<file path="src/rtl/extclk_pkg.sv">
// Shared definitions for the external memory clock generator.
// Assumes ratios are small (a few bits), so integer arithmetic is cheap.
package extclk_pkg;

    // Access sequencer states
    typedef enum logic [1:0] {
        SQ_IDLE  = 2'd0,  // clock parked low
        SQ_DELAY = 2'd1,  // counting the activation delay
        SQ_RUN   = 2'd2,  // clock running
        SQ_DRAIN = 2'd3   // end seen, finishing a high phase
    } seq_state_e;

    // True when phase index ph of an n-cycle period drives the
    // rising-edge register high (first floor(n/2) phases).
    function automatic logic hi_phase(input int ph, input int n);
        return ph < (n / 2);
    endfunction

endpackage

</file>
<file path="src/rtl/extclk_seq.sv">
// Access sequencer: captures the access configuration at the start
// strobe, counts the activation delay, steps the phase counter of the
// divided clock, decides when the clock may stop and judges the cycle
// length rule. Assumes acc_start arrives only while no access is open.
module extclk_seq
    import extclk_pkg::*;
#(
    parameter int DIV_W = 2,
    parameter int ACT_W = 2
) (
    input  logic             clk,
    input  logic             rst_n,
    input  logic             acc_start,
    input  logic             acc_sync,
    input  logic [DIV_W-1:0] div_code,
    input  logic [ACT_W-1:0] act_delay,
    input  logic             cyc_end,
    output logic             run_o,
    output logic [DIV_W-1:0] ph_o,
    output logic [DIV_W-1:0] nm1_o,
    output logic             cfg_err_o
);

    localparam int PH_W = DIV_W;

    seq_state_e       state_q, state_d;
    logic [ACT_W-1:0] dly_q, dly_d;
    logic [PH_W-1:0]  ph_q, ph_d, ph_adv;
    logic [DIV_W-1:0] nm1_q, nm1_d;
    logic             err_q, err_d;
    logic             cont_hi;

    // Next phase index and whether it continues an ongoing high phase
    always_comb begin
        ph_adv  = (ph_q == nm1_q) ? '0 : ph_q + 1'b1;
        cont_hi = (ph_adv != '0) && hi_phase(int'(ph_adv), int'(nm1_q) + 1);
    end

    // Sequencer next-state logic
    always_comb begin
        state_d = state_q;
        dly_d   = dly_q;
        ph_d    = ph_q;
        nm1_d   = nm1_q;
        err_d   = 1'b0;
        if (acc_start) begin
            nm1_d = div_code;
            ph_d  = '0;
            if (!acc_sync) begin
                state_d = SQ_IDLE;
            end else if (act_delay == '0) begin
                state_d = SQ_RUN;
            end else begin
                state_d = SQ_DELAY;
                dly_d   = act_delay;
            end
        end else begin
            case (state_q)
                SQ_DELAY: begin
                    if (cyc_end) begin
                        state_d = SQ_IDLE;
                        err_d   = (dly_q != ACT_W'(1));
                    end else if (dly_q == ACT_W'(1)) begin
                        state_d = SQ_RUN;
                        ph_d    = '0;
                    end else begin
                        dly_d = dly_q - 1'b1;
                    end
                end
                SQ_RUN: begin
                    ph_d = ph_adv;
                    if (cyc_end) begin
                        err_d   = (ph_q != nm1_q);
                        state_d = cont_hi ? SQ_DRAIN : SQ_IDLE;
                    end
                end
                SQ_DRAIN: begin
                    ph_d = ph_adv;
                    if (!cont_hi) state_d = SQ_IDLE;
                end
                default: ;
            endcase
        end
    end

    // Sequencer state registers
    always_ff @(posedge clk) begin
        if (!rst_n) begin
            state_q <= SQ_IDLE;
            dly_q   <= '0;
            ph_q    <= '0;
            nm1_q   <= '0;
            err_q   <= 1'b0;
        end else begin
            state_q <= state_d;
            dly_q   <= dly_d;
            ph_q    <= ph_d;
            nm1_q   <= nm1_d;
            err_q   <= err_d;
        end
    end

    assign run_o     = (state_q == SQ_RUN) || (state_q == SQ_DRAIN);
    assign ph_o      = ph_q;
    assign nm1_o     = nm1_q;
    assign cfg_err_o = err_q;

endmodule

</file>
<file path="src/rtl/extclk_shape.sv">
// Waveform shaper: turns the sequencer's phase index into the external
// clock. Even ratios use a rising-edge register only. Odd ratios above 1
// add a falling-edge copy to stretch each phase by half a cycle. Ratio 1
// gates the functional clock with an enable that changes while it is low.
// Assumes run/ph/nm1 come from registers clocked on the rising edge.
module extclk_shape
    import extclk_pkg::*;
#(
    parameter int DIV_W = 2
) (
    input  logic             clk,
    input  logic             rst_n,
    input  logic             run,
    input  logic [DIV_W-1:0] ph,
    input  logic [DIV_W-1:0] nm1,
    output logic             ext_clk,
    output logic             ext_rise
);

    localparam int N_W = DIV_W + 1;

    logic [N_W-1:0] n_val;
    logic           q_p, q_n, en_n, rise_q;
    logic           is_one, is_odd;

    assign n_val  = N_W'(nm1) + N_W'(1);
    assign is_one = (nm1 == '0);
    assign is_odd = n_val[0];

    // Rising-edge waveform register and rise strobe
    always_ff @(posedge clk) begin
        if (!rst_n) begin
            q_p    <= 1'b0;
            rise_q <= 1'b0;
        end else begin
            q_p    <= run && !is_one && hi_phase(int'(ph), int'(n_val));
            rise_q <= run && (ph == '0);
        end
    end

    // Falling-edge half-cycle copy and full-rate gate enable
    always_ff @(negedge clk) begin
        if (!rst_n) begin
            q_n  <= 1'b0;
            en_n <= 1'b0;
        end else begin
            q_n  <= q_p;
            en_n <= run && is_one;
        end
    end

    // Output selection by ratio class
    always_comb begin
        if (is_one)      ext_clk = clk & en_n;
        else if (is_odd) ext_clk = q_p | q_n;
        else             ext_clk = q_p;
    end

    assign ext_rise = rise_q;

endmodule

</file>
<file path="src/rtl/extclk_gen.sv">
// External memory clock generator top. Runs a divided, 50% duty clock
// for synchronous accesses only, starts it after a per-access delay and
// parks it low once the access cycle ends. Assumes one access at a time:
// acc_start only while the previous access has closed.
module extclk_gen #(
    parameter int DIV_W = 2,
    parameter int ACT_W = 2
) (
    input  logic             clk,
    input  logic             rst_n,
    input  logic             acc_start,
    input  logic             acc_sync,
    input  logic [DIV_W-1:0] div_code,
    input  logic [ACT_W-1:0] act_delay,
    input  logic             cyc_end,
    output logic             ext_clk,
    output logic             ext_rise,
    output logic             cfg_err
);

    logic             run;
    logic [DIV_W-1:0] ph;
    logic [DIV_W-1:0] nm1;

    extclk_seq #(.DIV_W(DIV_W), .ACT_W(ACT_W)) u_seq (
        .clk       (clk),
        .rst_n     (rst_n),
        .acc_start (acc_start),
        .acc_sync  (acc_sync),
        .div_code  (div_code),
        .act_delay (act_delay),
        .cyc_end   (cyc_end),
        .run_o     (run),
        .ph_o      (ph),
        .nm1_o     (nm1),
        .cfg_err_o (cfg_err)
    );

    extclk_shape #(.DIV_W(DIV_W)) u_shape (
        .clk      (clk),
        .rst_n    (rst_n),
        .run      (run),
        .ph       (ph),
        .nm1      (nm1),
        .ext_clk  (ext_clk),
        .ext_rise (ext_rise)
    );

endmodule

</file>
<file path="config.mk">
export PLATFORM = sky130hd
export DESIGN_NAME = extclk_gen
export DESIGN_NICKNAME = d
export VERILOG_FILES = /design/src/rtl/extclk_pkg.sv /design/src/rtl/extclk_seq.sv /design/src/rtl/extclk_shape.sv /design/src/rtl/extclk_gen.sv
export SDC_FILE = /design/constraint.sdc
export NUM_CORES = 1
export LEC_CHECK = 0
export BUFFER_PORTS_ARGS = -buffer_cell sky130_fd_sc_hd__buf_2
export CORE_AREA = 2 2 44 46
export CTS_BUF_LIST = sky130_fd_sc_hd__clkbuf_16
export DETAILED_ROUTE_END_ITERATION = 7
export DIE_AREA = 0 0 46 48
export GPL_TIMING_DRIVEN = 0
export PLACE_DENSITY_LB_ADDON = 0.3
export SYNTH_ARGS = -nofsm -noshare
export SYNTH_HDL_FRONTEND = slang
export SYNTH_SLANG_ARGS = --single-unit
</file>
<file path="constraint.sdc">
create_clock -name clk -period 1.5 [get_ports clk]
set_input_delay 0.3 -clock clk [delete_from_list [all_inputs] [get_ports clk]]
set_output_delay 0.3 -clock clk [all_outputs]
set_load 0.02 [all_outputs]
</file>
==> results.yml, run 1 <==
synthesis:
  syn_inst: 91
  synth_ff_type: "dfxtp_1"
  syn_area_um2: 775.7
  synth.area.top_cells: "dfxtp_1 (34%), ha_1 (15%), inv_1 (5.3%)"
  synth-seq-area-share: 0.3355
  synth_fp_nets: 109
  async_flop_share: 0
  yosysTopAreaCell: "dfxtp_1"
  yosysTopAreaCellShare: 0.3355
  yosysUniqueCellTypes: 28
  synth-edff-count: 0
  synth_seq_cells: 13
  ys_warn_count: 0
  synth_area_per_cell_um2: 8.525
finish:
  final-seq-area_um2: 272.8
  n_antenna_cell: 0
  finalNetCount: 129
  area_delta_synth_final_pct: 38.87
  multi_input_area_um2: 514.2
  fillerInstances: 144
  drive_gt1_frac: 0.3636
placed_design:
  hpwlAfterDp_um: 1213
  place_congestion: 0.8381
  dp_slack_ns: -0.3601
  portBuffers: 11
floorplanning:
  row_count: 15
  die_w_um: 46
  start_util: 0.4593
  io_pins: 12
  die_h_um: 48
  dieArea_um2: 2208
  core_um2: 1689
grt:
  grt_pass1_wl_um: 3091
  antenna_found_initial: 0
  track_usage: 0.2084
  first_global_vias: 776
  grt_max_degree: 11
  grt-ovfl-total: 0
outcome:
  violations: "negative setup slack"
  status: "finished with violations"
worst_setup_path:
  required_ns: 1.20
  crit_type: "flip-flop to primary output"
  endpoint_kind: "primary output"
  arrival_ns: 1.82
  startpoint_type: "flip-flop"
  path_max_fanout: 1
  r2r.worst_path.cells: 4
timing:
  slew_headroom: 0.7354
  hold_slack_ns: 0.2236
  skew_ns: 0.09772
  setup_tns_ns: -1.096
  layout_setup_ws_ns: -0.6224
  finalSetupViolations: 8
  grt_setup_unrepaired: "true"
  worst_pin_slew_ns: 0.3969
  maxSlewViolCount: 0
  hold_viol_final: 0
route:
  first_pass_iters: 4
  dr.first_iter.drc_count: 10
  routedWlPerCell_um: 14.20
  postRouteAntennaNets: 0
  wl_um: 1803
  vias: 697
  drc_errors: 0
  via_per_inst: 5.488
flow_run:
  drv_cap: 0
power:
  irDropWorstVdd_uv: 884.8
  leakage_nw: 0.4656
  total_power_mw: 1.539
  power_density_nw_per_um2: 1429
hold_path:
  holdCritPathClass: "input pin to flip-flop"
  worstHoldPathCells: 3
clock_network:
  cts_setup_buffers: 0
  clkLatencyLatePin_ns: 0.45
  cts_tree: "yes"
  path_clk_slew_ns: 0.05
[report_power, final]
group	total, mW	leakage, nW	internal (mW)	switching [mW]
Clock	0.912	0.0999	0.703	0.208
Sequential	0.396	0.110	0.374	0.0219
Combinational	0.232	0.256	0.109	0.123
[routing by layer]
metal,GRT usage,part of all wire,vias up
met5,0,0,-
met4,0.1486,0.014,0
met3,0.06792,0.031,5
met2,0.3722,0.54,10
met1,0.2018,0.42,328
li1,-,-,354
[worst paths after layout]
kind / startpoint / to / slack, ns
worst max-delay path: u_shape.q_n / ext_clk / -0.62
worst min register to register: u_seq.dly_q[1] / u_seq.dly_q[1] / 0.47
worst min-delay path: cyc_end / u_seq.cfg_err_o / 0.22
worst max register to register: u_seq.state_q[0] / u_shape.en_n / -0.27
[state kept, by name (all words and copies together) (netlist names)]
register          cells
u_seq.dly_q           2
u_seq.nm1_o           2
u_seq.ph_o            2
u_seq.state_q         2
u_seq.cfg_err_o       1
u_shape.en_n          1
u_shape.ext_rise      1
u_shape.q_n           1
u_shape.q_p           1
[area by class of cell]
type                    count  share of cell area
multi-input cells          65              0.4774
flip-flops and latches     13              0.2532
clock buffers               7              0.1498
repair buffers             10             0.04646
inverters                  10             0.03484
well taps                  17             0.01974
clock inverters             3             0.01045
plain buffers               2            0.008130
[synthesized netlist by cell type (2+ instances only)]
library cell,count
inv_1,11
ha_1,9
nand2b_1,2
nand2_1,8
a211oi_1,2
xnor2_1,2
nor2b_1,5
and3_2,2
mux2i_1,3
o21ai_0,4
o221a_1,2
a21oi_1,6
nor2_1,5
dfxtp_1,13
nand3_1,4
[placed cells by master (no fill, tap or decap), drive strengths merged, types with 2 or more instances in the layout]
master  count
clkbuf      7
ha          9
a211oi      2
o21ai       4
buf        12
nand2b      2
a21boi      2
inv        13
dfxtp      13
o221a       2
xnor2       2
mux2i       3
nor2b       5
nand2       8
nor2        5
and3        2
a21oi       6
nand3       4
[through the flow]
| step | instance area, um2 | utilization | cells |
|---|---|---|---|
| 4_1_cts | 1065 | 0.6304 | 127 |
| 3_5_place_dp | 877.1 | 0.5193 | 119 |
| 5_1_grt | 1077 | 0.6378 | 127 |
| 3_3_place_gp | 877.1 | 0.5193 | 119 |
| 2_1_floorplan | 800.8 | - | 91 |
| 6_report | 1077 | 0.6378 | 127 |
[logic make-up after synthesis]
group	count (synthesis)	share of synthesized area
AND/OR/NAND/NOR	31	0.2161
AO/OA/AOI/OAI	20	0.1774
buffers and inverters	13	0.06451
flip-flops	13	0.3355
adder cells (fa/ha/maj)	9	0.1452
multiplexers	3	0.03871
XOR/XNOR	2	0.02258
[repair_timing]
item,in CTS,in global routing
cloned,0,0
pin swaps,1,0
endpoints found under the setup margin,8,10
hold buffers,0,0
resized for setup,13,6
[critical path, stage by stage, from the launching register on]
cell	delay (ns)
dfxtp_2	0.31
a21oi_2	0.12
o21ai_2	0.07
buf_6	0.13
Note: power is estimated with default switching activity, not from simulation.
==> run 2, diff against run 1 <==
--- a/config.mk
+++ b/config.mk
@@ -6,10 +6,10 @@
 export NUM_CORES = 1
 export LEC_CHECK = 0
 export BUFFER_PORTS_ARGS = -buffer_cell sky130_fd_sc_hd__buf_2
-export CORE_AREA = 2 2 44 46
+export CORE_AREA = 2 2 42 44
 export CTS_BUF_LIST = sky130_fd_sc_hd__clkbuf_16
 export DETAILED_ROUTE_END_ITERATION = 7
-export DIE_AREA = 0 0 46 48
+export DIE_AREA = 0 0 44 46
 export GPL_TIMING_DRIVEN = 0
 export PLACE_DENSITY_LB_ADDON = 0.3
 export SYNTH_ARGS = -nofsm -noshare
==> constraint.sdc (replaced) <==
create_clock -name clk -period 2.3 [get_ports clk]
set_input_delay 0.46 -clock clk [delete_from_list [all_inputs] [get_ports clk]]
set_output_delay 0.46 -clock clk [all_outputs]
set_load 0.02 [all_outputs]
==> results.yml, run 2 (same netlist as run 1, synthesis figures left out) <==
outcome:
  status: "finished with violations"
  violations: "negative setup slack"
worst_setup_path:
  arrival_ns: 2.22
  r2r_slack_ns: 0.05
  path_buf_inv: 1
  endpoint_kind: "primary output"
  crit_family: "flip-flops"
  path_max_fanout: 1
  r2r_start: "u_seq.state_q[0]"
  startpoint_type: "flip-flop"
  max_stage_delay_ns: 0.29
  required_ns: 1.84
  critical_path.startpoint: "u_shape.q_n"
  crit_type: "flip-flop to primary output"
  cp_cell_sequence: "a21oi_1, o21ai_1, buf_4"
  crit_slowest_cell: "dfxtp_1"
grt:
  busiest_layer: "met2"
  grt_use_met3: 0.08730
  grt_pass1_wl_um: 2815
  grt-ovfl-total: 0
  antenna_found_initial: 0
  track_usage: 0.2003
  grt_max_degree: 11
  met2_usage: 0.3294
  grt_use_met1: 0.1971
  first_global_vias: 727
finish:
  final_cells: 127
  fillerInstances: 135
  drive_gt1_frac: 0.2273
  final_cell_mix: "inv_1 (13), buf_2 (11), dfxtp_1 (11)"
  area_delta_synth_final_pct: 31.77
  multi_input_area_um2: 473.0
  finalNetCount: 129
  n_antenna_cell: 0
  layout_commonest_cell: "inv_1"
  final-seq-area_um2: 262.8
timing:
  setup_tns_ns: -0.3779
  slew_headroom: 0.7264
  layout_setup_ws_ns: -0.3779
  finalSetupViolations: 3
  worst_pin_slew_ns: 0.4103
  skew_ns: 0.09983
  grt_setup_unrepaired: "true"
  maxSlewViolCount: 0
  hold_viol_final: 0
floorplanning:
  die_w_um: 44
  dieArea_um2: 2024
  core_um2: 1614
  row_count: 15
  io_pins: 12
  start_util: 0.4806
  die_h_um: 46
clock_network:
  cts_setup_buffers: 0
  clkLatencyLatePin_ns: 0.45
  cts_tree: "yes"
  path_clk_slew_ns: 0.04
power:
  power_density_nw_per_um2: 967.8
  leakage_nw: 0.4588
  total_power_mw: 0.9893
  irDropWorstVdd_uv: 458.5
route:
  drc_errors: 0
  routedWlPerCell_um: 12.61
  first_pass_iters: 4
  dr.first_iter.drc_count: 5
  postRouteAntennaNets: 0
  via_per_inst: 5.402
  vias: 686
  wl_um: 1602
placed_design:
  hpwlAfterDp_um: 1168
  portBuffers: 11
  place_inst: 119
  place_congestion: 0.8459
flow_run:
  drv_cap: 0
hold_path:
  worstHoldStart: "cyc_end"
  holdCritPathClass: "input pin to flip-flop"
## run 2: tightest hold or removal path, delay by kind of cell
kind / cells / cell delay (ns)
and+or+nand+nor: 1 / 0.05
AOI/OAI and AO/OA: 1 / 0.05
buffers and inverters: 1 / 0.11
## run 2: what timing repair did
action	4_1_cts	5_1_grt
hold buffers	0	0
hold endpoints to repair	0	0
pin swaps	0	0
setup endpoints to repair	3	3
resized for setup	0	3
## run 2: final cells by class
class | instances | area share
plain buffers | 2 | 0.008568
clock buffers | 7 | 0.1542
clock inverters | 3 | 0.01102
inverters | 10 | 0.03672
multi-input cells | 65 | 0.4627
flip-flops and latches | 13 | 0.2570
well taps | 17 | 0.02081
repair buffers | 10 | 0.04896
## run 2: layer usage
layer	part of all wire	vias up
met5	0	-
met4	0.0094	0
met3	0.031	2
met2	0.53	13
met1	0.43	320
li1	-	351
## run 2: final timing paths
| check | to | cells past startpoint |
|---|---|---|
| min | u_seq.cfg_err_o | 3 |
| min reg2reg | u_seq.dly_q[1] | 2 |
| max | ext_clk | 3 |
| max reg2reg | u_shape.en_n | 4 |
## run 2: power by group
| group | internal [mW] | switching, mW | leakage (nW) |
|---|---|---|---|
| combinational | 0.0623 | 0.0724 | 0.254 |
| sequential | 0.244 | 0.0118 | 0.107 |
| clock | 0.458 | 0.141 | 0.0975 |
## run 2: per-stage QoR
step	util	hold WS [ns]	instance area, um2	setup slack, ns
2_1_floorplan	-	0.4367	779.5	0.02172
5_1_grt	0.6333	0.3850	1022	-0.4254
3_3_place_gp	0.5302	0.4561	855.8	-0.03789
3_5_place_dp	0.5302	0.4622	855.8	-0.04074
4_1_cts	0.6279	0.3705	1013	-0.3883
6_report	0.6333	0.3730	1022	-0.3779
